==> src/rtl/rtc_pirq_pkg.sv <==
package rtc_pirq_pkg;

  localparam int unsigned CNT_W   = 9;
  localparam int unsigned RATE_W  = 3;
  localparam logic [7:0]  POR_VAL = 8'h09;

  typedef logic [RATE_W-1:0] rate_t;

  // Field order is the software-visible bit order (7 down to 0).
  typedef struct packed {
    logic  flag;
    rate_t rate;
    logic  clk_en;
    logic  adj;
    logic  div_rst;
    logic  run;
  } ctrl_t;

  // Number of low counter bits that must roll over for each rate code.
  function automatic int unsigned rate_shift(input int unsigned code);
    case (code)
      1:       return 0;
      2:       return 2;
      3:       return 4;
      4:       return 6;
      5:       return 7;
      6:       return 8;
      7:       return 9;
      default: return 0;
    endcase
  endfunction

endpackage

==> src/rtl/rtc_pirq_rst_sync.sv <==
module rtc_pirq_rst_sync #(
  parameter int unsigned STAGES = 2
) (
  input  logic clk,
  input  logic arst_n,
  output logic rst_n_o
);

  logic [STAGES-1:0] sync_q;
  logic [STAGES-1:0] sync_d;

  always_comb begin
    sync_d = {sync_q[STAGES-2:0], 1'b1};
  end

  always_ff @(posedge clk or negedge arst_n) begin
    if (!arst_n) begin
      sync_q <= '0;
    end else begin
      sync_q <= sync_d;
    end
  end

  assign rst_n_o = sync_q[STAGES-1];

endmodule

==> src/rtl/rtc_pirq_divider.sv <==
module rtc_pirq_divider #(
  parameter int unsigned CNT_W = 9
) (
  input  logic             clk,
  input  logic             rst_n,
  input  logic             tick,
  input  logic             run,
  input  logic             clear,
  output logic             adv_o,
  output logic [CNT_W-1:0] cnt_o,
  output logic [CNT_W-1:0] cnt_inc_o
);

  logic [CNT_W-1:0] cnt_q;
  logic [CNT_W-1:0] cnt_d;
  logic             cnt_en;
  logic             adv;

  always_comb begin
    adv    = tick & run & ~clear;
    cnt_en = adv | clear;
    cnt_d  = clear ? '0 : (cnt_q + 1'b1);
  end

  always_ff @(posedge clk or negedge rst_n) begin
    if (!rst_n) begin
      cnt_q <= '0;
    end else if (cnt_en) begin
      cnt_q <= cnt_d;
    end
  end

  assign adv_o     = adv;
  assign cnt_o     = cnt_q;
  assign cnt_inc_o = cnt_q + 1'b1;

endmodule

==> src/rtl/rtc_pirq_rate_sel.sv <==
module rtc_pirq_rate_sel
  import rtc_pirq_pkg::*;
#(
  parameter int unsigned CNT_W = 9
) (
  input  logic             adv,
  input  logic [CNT_W-1:0] cnt_inc,
  input  rate_t            rate,
  output logic             period_ev
);

  localparam int unsigned NCODE = 1 << RATE_W;

  logic [NCODE-1:0] hit;

  assign hit[0] = 1'b0;

  for (genvar c = 1; c < NCODE; c++) begin : g_rate
    localparam int unsigned SH = rate_shift(c);
    if (SH == 0) begin : g_every
      assign hit[c] = 1'b1;
    end else begin : g_roll
      assign hit[c] = (cnt_inc[SH-1:0] == '0);
    end
  end

  assign period_ev = adv & hit[rate];

endmodule

==> src/rtl/rtc_pirq_regs.sv <==
module rtc_pirq_regs
  import rtc_pirq_pkg::*;
(
  input  logic       clk,
  input  logic       rst_n,
  input  logic       mrst_n,
  input  logic       wr_en,
  input  logic [7:0] wr_data,
  input  logic       period_ev,
  output ctrl_t      ctrl_o
);

  ctrl_t ctrl_q;
  ctrl_t ctrl_d;

  always_comb begin
    ctrl_d         = ctrl_q;
    ctrl_d.adj     = 1'b0;
    ctrl_d.div_rst = 1'b0;
    if (!mrst_n) begin
      ctrl_d.flag = 1'b0;
      ctrl_d.rate = '0;
    end else begin
      if (wr_en) begin
        ctrl_d = ctrl_t'(wr_data);
      end
      if (period_ev) begin
        ctrl_d.flag = 1'b1;
      end
    end
  end

  always_ff @(posedge clk or negedge rst_n) begin
    if (!rst_n) begin
      ctrl_q <= ctrl_t'(POR_VAL);
    end else begin
      ctrl_q <= ctrl_d;
    end
  end

  assign ctrl_o = ctrl_q;

endmodule

==> src/rtl/rtc_pirq_ctrl.sv <==
module rtc_pirq_ctrl
  import rtc_pirq_pkg::*;
(
  input  logic       clk,
  input  logic       por_n,
  input  logic       mrst_n,
  input  logic       tick_256,
  input  logic       wr_en,
  input  logic [7:0] wr_data,
  output logic [7:0] rd_data,
  output logic       irq,
  output logic       clk_en_o,
  output logic       run_o,
  output logic       adj_strobe,
  output logic       div_rst_strobe
);

  logic             rst_sync_n;
  ctrl_t            ctrl;
  logic             adv;
  logic             period_ev;
  logic [CNT_W-1:0] sub_cnt;
  logic [CNT_W-1:0] sub_cnt_inc;

  rtc_pirq_rst_sync #(.STAGES(2)) u_rst (
    .clk     (clk),
    .arst_n  (por_n),
    .rst_n_o (rst_sync_n)
  );

  rtc_pirq_divider #(.CNT_W(CNT_W)) u_div (
    .clk       (clk),
    .rst_n     (rst_sync_n),
    .tick      (tick_256),
    .run       (ctrl.run),
    .clear     (ctrl.div_rst),
    .adv_o     (adv),
    .cnt_o     (sub_cnt),
    .cnt_inc_o (sub_cnt_inc)
  );

  rtc_pirq_rate_sel #(.CNT_W(CNT_W)) u_sel (
    .adv       (adv),
    .cnt_inc   (sub_cnt_inc),
    .rate      (ctrl.rate),
    .period_ev (period_ev)
  );

  rtc_pirq_regs u_regs (
    .clk       (clk),
    .rst_n     (rst_sync_n),
    .mrst_n    (mrst_n),
    .wr_en     (wr_en),
    .wr_data   (wr_data),
    .period_ev (period_ev),
    .ctrl_o    (ctrl)
  );

  assign rd_data        = ctrl;
  assign irq            = ctrl.flag & (|ctrl.rate);
  assign clk_en_o       = ctrl.clk_en;
  assign run_o          = ctrl.run;
  assign adj_strobe     = ctrl.adj;
  assign div_rst_strobe = ctrl.div_rst;

endmodule

==> config.mk <==
export PLATFORM = sky130hd
export DESIGN_NAME = rtc_pirq_ctrl
export DESIGN_NICKNAME = d
export VERILOG_FILES = /design/src/rtl/rtc_pirq_pkg.sv /design/src/rtl/rtc_pirq_rst_sync.sv /design/src/rtl/rtc_pirq_divider.sv /design/src/rtl/rtc_pirq_rate_sel.sv /design/src/rtl/rtc_pirq_regs.sv /design/src/rtl/rtc_pirq_ctrl.sv
export SDC_FILE = /design/constraint.sdc
export NUM_CORES = 1
export LEC_CHECK = 0
export CORE_UTILIZATION = 60
export DETAILED_ROUTE_END_ITERATION = 10
export DONT_BUFFER_PORTS = 1
export GPL_TIMING_DRIVEN = 0
export PLACE_DENSITY_LB_ADDON = 0.25
export SETUP_SLACK_MARGIN = 0.5
export SLEW_MARGIN = 20
export SYNTH_ARGS = -nofsm -noshare
export SYNTH_HDL_FRONTEND = slang
export SYNTH_HIERARCHICAL = 1
export SYNTH_SLANG_ARGS = --single-unit
==> constraint.sdc <==
create_clock -name clk -period 0.8 [get_ports clk]
set_input_delay 0.08 -clock clk [delete_from_list [all_inputs] [get_ports clk]]
set_output_delay 0.08 -clock clk [all_outputs]
set_load 0.005 [all_outputs]
Word-level counts from Yosys, hierarchy flattened
Cells that the tools add are included.

word-level totals
  register bits after elaboration = 19
  latch bits = 0
  bits in writable memories = 0
  memory bits (read-only) = 0
  input bits = 13
  output and inout port bits = 13
  word-level logic and storage cells = 33
  memories kept = 0

cells by class
  $add $sub $neg = 1
  multiply operators = 0
  divide/modulo/power cells = 0
  magnitude comparators = 1
  equal/unequal tests = 2
  shift operators = 0
  mux-type cells = 7
  bitwise logic cells = 6
  reduce and logical (&&, ||, !) cells = 8

operator list
  operator                                                                 number
  9-bit by 1-bit adder with 9-bit output, second input constant            1
  9-bit logical NOT                                                        1
  9-bit 2-to-1 mux                                                         1
  8-bit logical NOT                                                        1
  8-bit 2-to-1 mux                                                         1
  7-bit logical NOT                                                        1
  6-bit logical NOT                                                        1
  1-bit AND                                                                4
  4-bit logical NOT                                                        1
  3-bit by 4-bit < comparator with 1-bit output, second input constant     1
  4-bit 2-to-1 mux                                                         1
  1-bit binary-select mux with 3-bit select                                1
  3-bit 2-to-1 mux                                                         1
  3-bit by 1-bit inequality test with 1-bit output, second input constant  1
  3-bit OR reduction                                                       1
  2-bit logical NOT                                                        1
  1-bit 2-to-1 mux                                                         2
  2-bit by 1-bit inequality test with 1-bit output, second input constant  1
  2-bit AND reduction                                                      1
  1-bit NOT                                                                1
  1-bit OR                                                                 1

Depth between registers and ports, before layout
  word-level depth = 7
  depth in mapped cells = 8

By module
Netlist, hierarchy kept.

modules (own cells, without submodules)
  module             times used  cells each  area an instance (um^2)  seq. area each (um^2)
  rtc_pirq_divider   1           60          550.5                    225.2
  rtc_pirq_regs      1           22          326.6                    202.7
  rtc_pirq_rate_sel  1           12          85.1                     0.0
  rtc_pirq_rst_sync  1           3           53.8                     50.0
  rtc_pirq_ctrl      1           5           38.8                     0.0

Least setup slack after synthesis
Ideal clock, no wire load.

  path kind = register to register
  from = register u_div.cnt_q[0], in the netlist u_div/cnt_o[0]
  to = register u_regs.ctrl_q (netlist bit u_regs/ctrl_o[7])
  data arrival time = 1.497 ns
  path slack = -0.816 ns
  cell stages (with the launch flop) = 9
  buffers on the path = 0
  cell sequence = dfrtp_1 ha_1 nand3_4 nor2_1 xor2_1 a21oi_1 nor2b_1 o32ai_2 o21a_1

between the ends
  cells in the longest elaborated chain, start to end = 7

ends and longest elaborated chain
  item                                         RTL line                 RTL
  start, declared                              rtc_pirq_divider.sv:14   logic [CNT_W-1:0] cnt_q;
  start signal, assigned                       rtc_pirq_divider.sv:29   cnt_q <= cnt_d;
  9-bit by 1-bit adder with 9-bit output *     rtc_pirq_divider.sv:35   assign cnt_inc_o = cnt_q + 1'b1;
  net sub_cnt_inc[6]                           rtc_pirq_ctrl.sv:23      logic [CNT_W-1:0] sub_cnt_inc;
  9-bit logical NOT (tied with other cells)    rtc_pirq_rate_sel.sv:23  assign hit[c] = (cnt_inc[SH-1:0] == '0);
  1-bit binary-select mux with 3-bit select *  rtc_pirq_rate_sel.sv:27  assign period_ev = adv & hit[rate];
  1-bit 2-to-1 mux (implied by the code) *     rtc_pirq_rate_sel.sv:27
  1-bit AND *                                  rtc_pirq_rate_sel.sv:27
  net period_ev                                rtc_pirq_ctrl.sv:21      logic period_ev;
  1-bit 2-to-1 mux                             rtc_pirq_regs.sv:27      if (period_ev) begin
  4-bit 2-to-1 mux                             rtc_pirq_regs.sv:20      if (!mrst_n) begin
  end signal, assigned                         rtc_pirq_regs.sv:35      ctrl_q <= ctrl_t'(POR_VAL);
  end signal, assigned                         rtc_pirq_regs.sv:37      ctrl_q <= ctrl_d;
  end, declared                                rtc_pirq_regs.sv:13      ctrl_t ctrl_q;

The timed path passes the listed nets; every way through them passes the cells marked *. The select of a mux whose other input is x is not followed.
A chain may end at the register's enable or synchronous reset.

Final worst setup path
  from = register u_div.cnt_q[1], in the netlist u_div/cnt_o[1]
  to = register u_regs.ctrl_q (netlist bit u_regs/ctrl_o[7])

between the ends
  cells in the longest elaborated chain, start to end = 7

ends and longest elaborated chain
  item                                         RTL line
  9-bit by 1-bit adder with 9-bit output *     rtc_pirq_divider.sv:35
  net sub_cnt_inc[3]                           rtc_pirq_ctrl.sv:23
  9-bit logical NOT (tied with other cells)    rtc_pirq_rate_sel.sv:23
  1-bit binary-select mux with 3-bit select *  rtc_pirq_rate_sel.sv:27
  1-bit 2-to-1 mux (implied by the code) *     rtc_pirq_rate_sel.sv:27
  1-bit AND *                                  rtc_pirq_rate_sel.sv:27
  net period_ev                                rtc_pirq_ctrl.sv:21
  1-bit 2-to-1 mux                             rtc_pirq_regs.sv:27
  4-bit 2-to-1 mux                             rtc_pirq_regs.sv:20

Marks and branches as above.

==> metrics.txt <==
IO Pins 26; number of global-route vias before repair 888; clock group share of total power 17.2%; Yosys reg bits 19; number of diodes 0; fin area 1450 µm²; DRT antenna net count 0; fill count 61; Post-synth ARST share 100%; Setup Viol. Count Final 24; Final GP Congestion 0.800; internal power 1950 µW; Startpoint Class flop; net switching power 1060 µW; Max Slew Vio Count 0; Tcrit/Tclk final 215%; Crit Path Max Fanout 6; sw frac 35.1%; total number of vias 911; total grt overflow 0; CP endpoint kind flop; drt pass-1 iters 4; RSZ-0062 raised after global routing true; final worst slack -919 ps; # clock sinks 19; Combinational Power Share 40.9%; netlist area before placement 1050 µm²; Min Hold Slack -123 ps; Area Overhead vs Synth 37.0%; register area share after synthesis 45.3%; largest net degree at the start of global routing 11; Die H 43.9 µm; Worst R2R Setup Slack -920 ps; status complete, but fails checks; hold-fix buffers at CTS 1; PortBufs 0; Syn Area/Cell 10.3 µm²; DRC Markers 0; share of cells above drive strength 1 56.7%; Rows 14; Area after DPL 1160 µm²; Synth Net Count 116; GRT Total Usage 29.8%; H-Tree Depth 1; CTS root buf clkbuf_4; final HPWL from detailed placement 1.59 mm; DIE WIDTH 43.9 µm; Pwr per Cell Area 2080 nW/µm²; GR Util met2 51.3%; DRT Wirelength 3.09 mm; Sequential Power Share 41.9%; initial drt markers 31; clock buffer depth 2; CP arrival 1980 ps; failing checks hold timing, setup timing; Hold/Removal Path Class in -> reg; Wirelength per Cell 22.7 µm; leakage power 0.000596 µW; first-pass GRT wire length 4.06 mm; Clock Latency Late Sink 310 ps; VDD IR max 1.85 mV; post-placement setup slack -877 ps; TritonCTS clock tree yes; grt peak-use layer met2; WS Path Type reg -> reg; initial core utilization 66.9%; initial antenna violation count 0; met3 Track Usage GR 7.50%; Ys Warns 6; Tot Pwr 3010 µW; top_reg_cell synth dfrtp_1; Core Region 1580 µm²; fmax 582 MHz; Worst Path Required 1060 ps; met1 Track Usage GR 36.6%; clock transition at the registers of the reported paths 110 ps; Mapped Cells 102; TritonCTS Buffers 3; Post-synth EDFFs 0; Via density 6.70; Layout Skew 5.13 ps; Post-layout nets 135; die area 1930 µm²; Final min period 1720 ps; Distinct cells, synth 31; Max Cap Violations 0; endpoints failing hold 11
[layout make-up]
| type | count | area [µm²] | area share (%) |
|---|---|---|---|
| Inverter | 1 | 3.75 | 0.260 |
| Buffer | 8 | 101 | 7.01 |
| Sequential cell | 19 | 493 | 34.1 |
| Timing Repair Buffer | 14 | 131 | 9.09 |
| Clock buffer | 4 | 26.3 | 1.82 |
| Tap cell | 16 | 20.0 | 1.39 |
| Multi-Input combinational cell | 74 | 669 | 46.3 |
[sequential cells by signal (all words and copies together), names as in the netlist]
signal	flops
u_rst/sync_q	2
u_div/cnt_o	9
u_regs/ctrl_o	8
[metrics by stage]
stage	util, %	cells	TNS [ps]
floorplan	-	102	-4600
CTS	83.3	130	-8000
detailed placement	73.4	118	-5770
finish	91.7	136	-8670
global route	91.7	136	-9350
global placement	73.4	118	-5360
[power by group through the flow]
stage / Combinational (µW) / Sequential (µW) / Clock [µW]
floorplan: 643 / 1240 / 0
global placement: 708 / 1270 / 0
detailed placement: 728 / 1280 / 0
CTS: 925 / 1270 / 484
global route: 1280 / 1270 / 563
finish: 1230 / 1260 / 518
[cells by family after synthesis]
| logic type | synth area share (%) |
|---|---|
| mux | 6.41 |
| simple gates | 20.8 |
| compound gates | 12.5 |
| fa+ha+maj | 1.19 |
| flops | 45.3 |
| xor+xnor | 7.47 |
| other cells | 0.356 |
| buf+inv | 6.05 |
[Yosys cell counts, types with 2 or more instances]
cell / n / area share, %
clkbuf_1: 2 / 0.71
a21oi_1: 8 / 3.8
nand2_1: 5 / 1.8
nand4_1: 3 / 1.8
dfstp_2: 2 / 5.0
o21a_1: 2 / 1.4
mux2i_1: 3 / 2.8
buf_4: 4 / 2.8
xnor2_1: 3 / 2.5
mux2_2: 2 / 2.1
or3_2: 2 / 1.4
nor2_1: 9 / 3.2
and3_2: 2 / 1.4
nand3_1: 4 / 1.9
nor2b_1: 5 / 3.0
dfrtp_1: 17 / 40
buf_6: 2 / 2.1
o21ai_0: 3 / 1.4
xor2_1: 6 / 5.0
or4_1: 4 / 2.8
o31ai_1: 4 / 2.8
[routing by layer]
layer / up-vias / wire length, µm
li1: 395 / -
met4: 0 / 76
met2: 58 / 1600
met1: 447 / 1250
met5: - / 0
met3: 11 / 170
[worst paths after layout]
check	end	cells past startpoint	from
min in group asynchronous	u_rst/sync_q[1]	1	por_n
hold / removal	u_regs/ctrl_o[7]	1	mrst_n
setup / recovery	u_regs/ctrl_o[7]	7	u_div/cnt_o[1]
setup reg to reg	u_regs/ctrl_o[7]	7	u_div/cnt_o[1]
max in group asynchronous	u_regs/ctrl_o[0]	1	u_rst/sync_q[1]
hold reg to reg	u_div/cnt_o[7]	1	u_rst/sync_q[1]
[worst max-delay path: stages, from the launching register on]
cell	delay, ps
dfrtp_2	420
buf_4	140
nand3_4	120
xnor2_4	170
nor4_2	260
nand4_1	170
o32ai_2	260
o21a_1	130
[repair_timing]
action | in CTS | in global routing
endpoints found under the setup margin | 46 | 46
hold endpoints to repair | 11 | 11
pin swaps | 5 | 14
setup buffers | 7 | 6
gates resized for setup | 13 | 24
[cells in the final DEF (no fill, tap or decap), types with 4 or more instances in the layout]
cell type  instances
nor2b_1            4
nor2_1             7
a21oi_2            8
dfrtp_1            7
xor2_1             4
o31ai_1            4
buf_6              6
dfrtp_2            9
buf_4             10
Note: power is estimated with default switching activity, not from simulation.
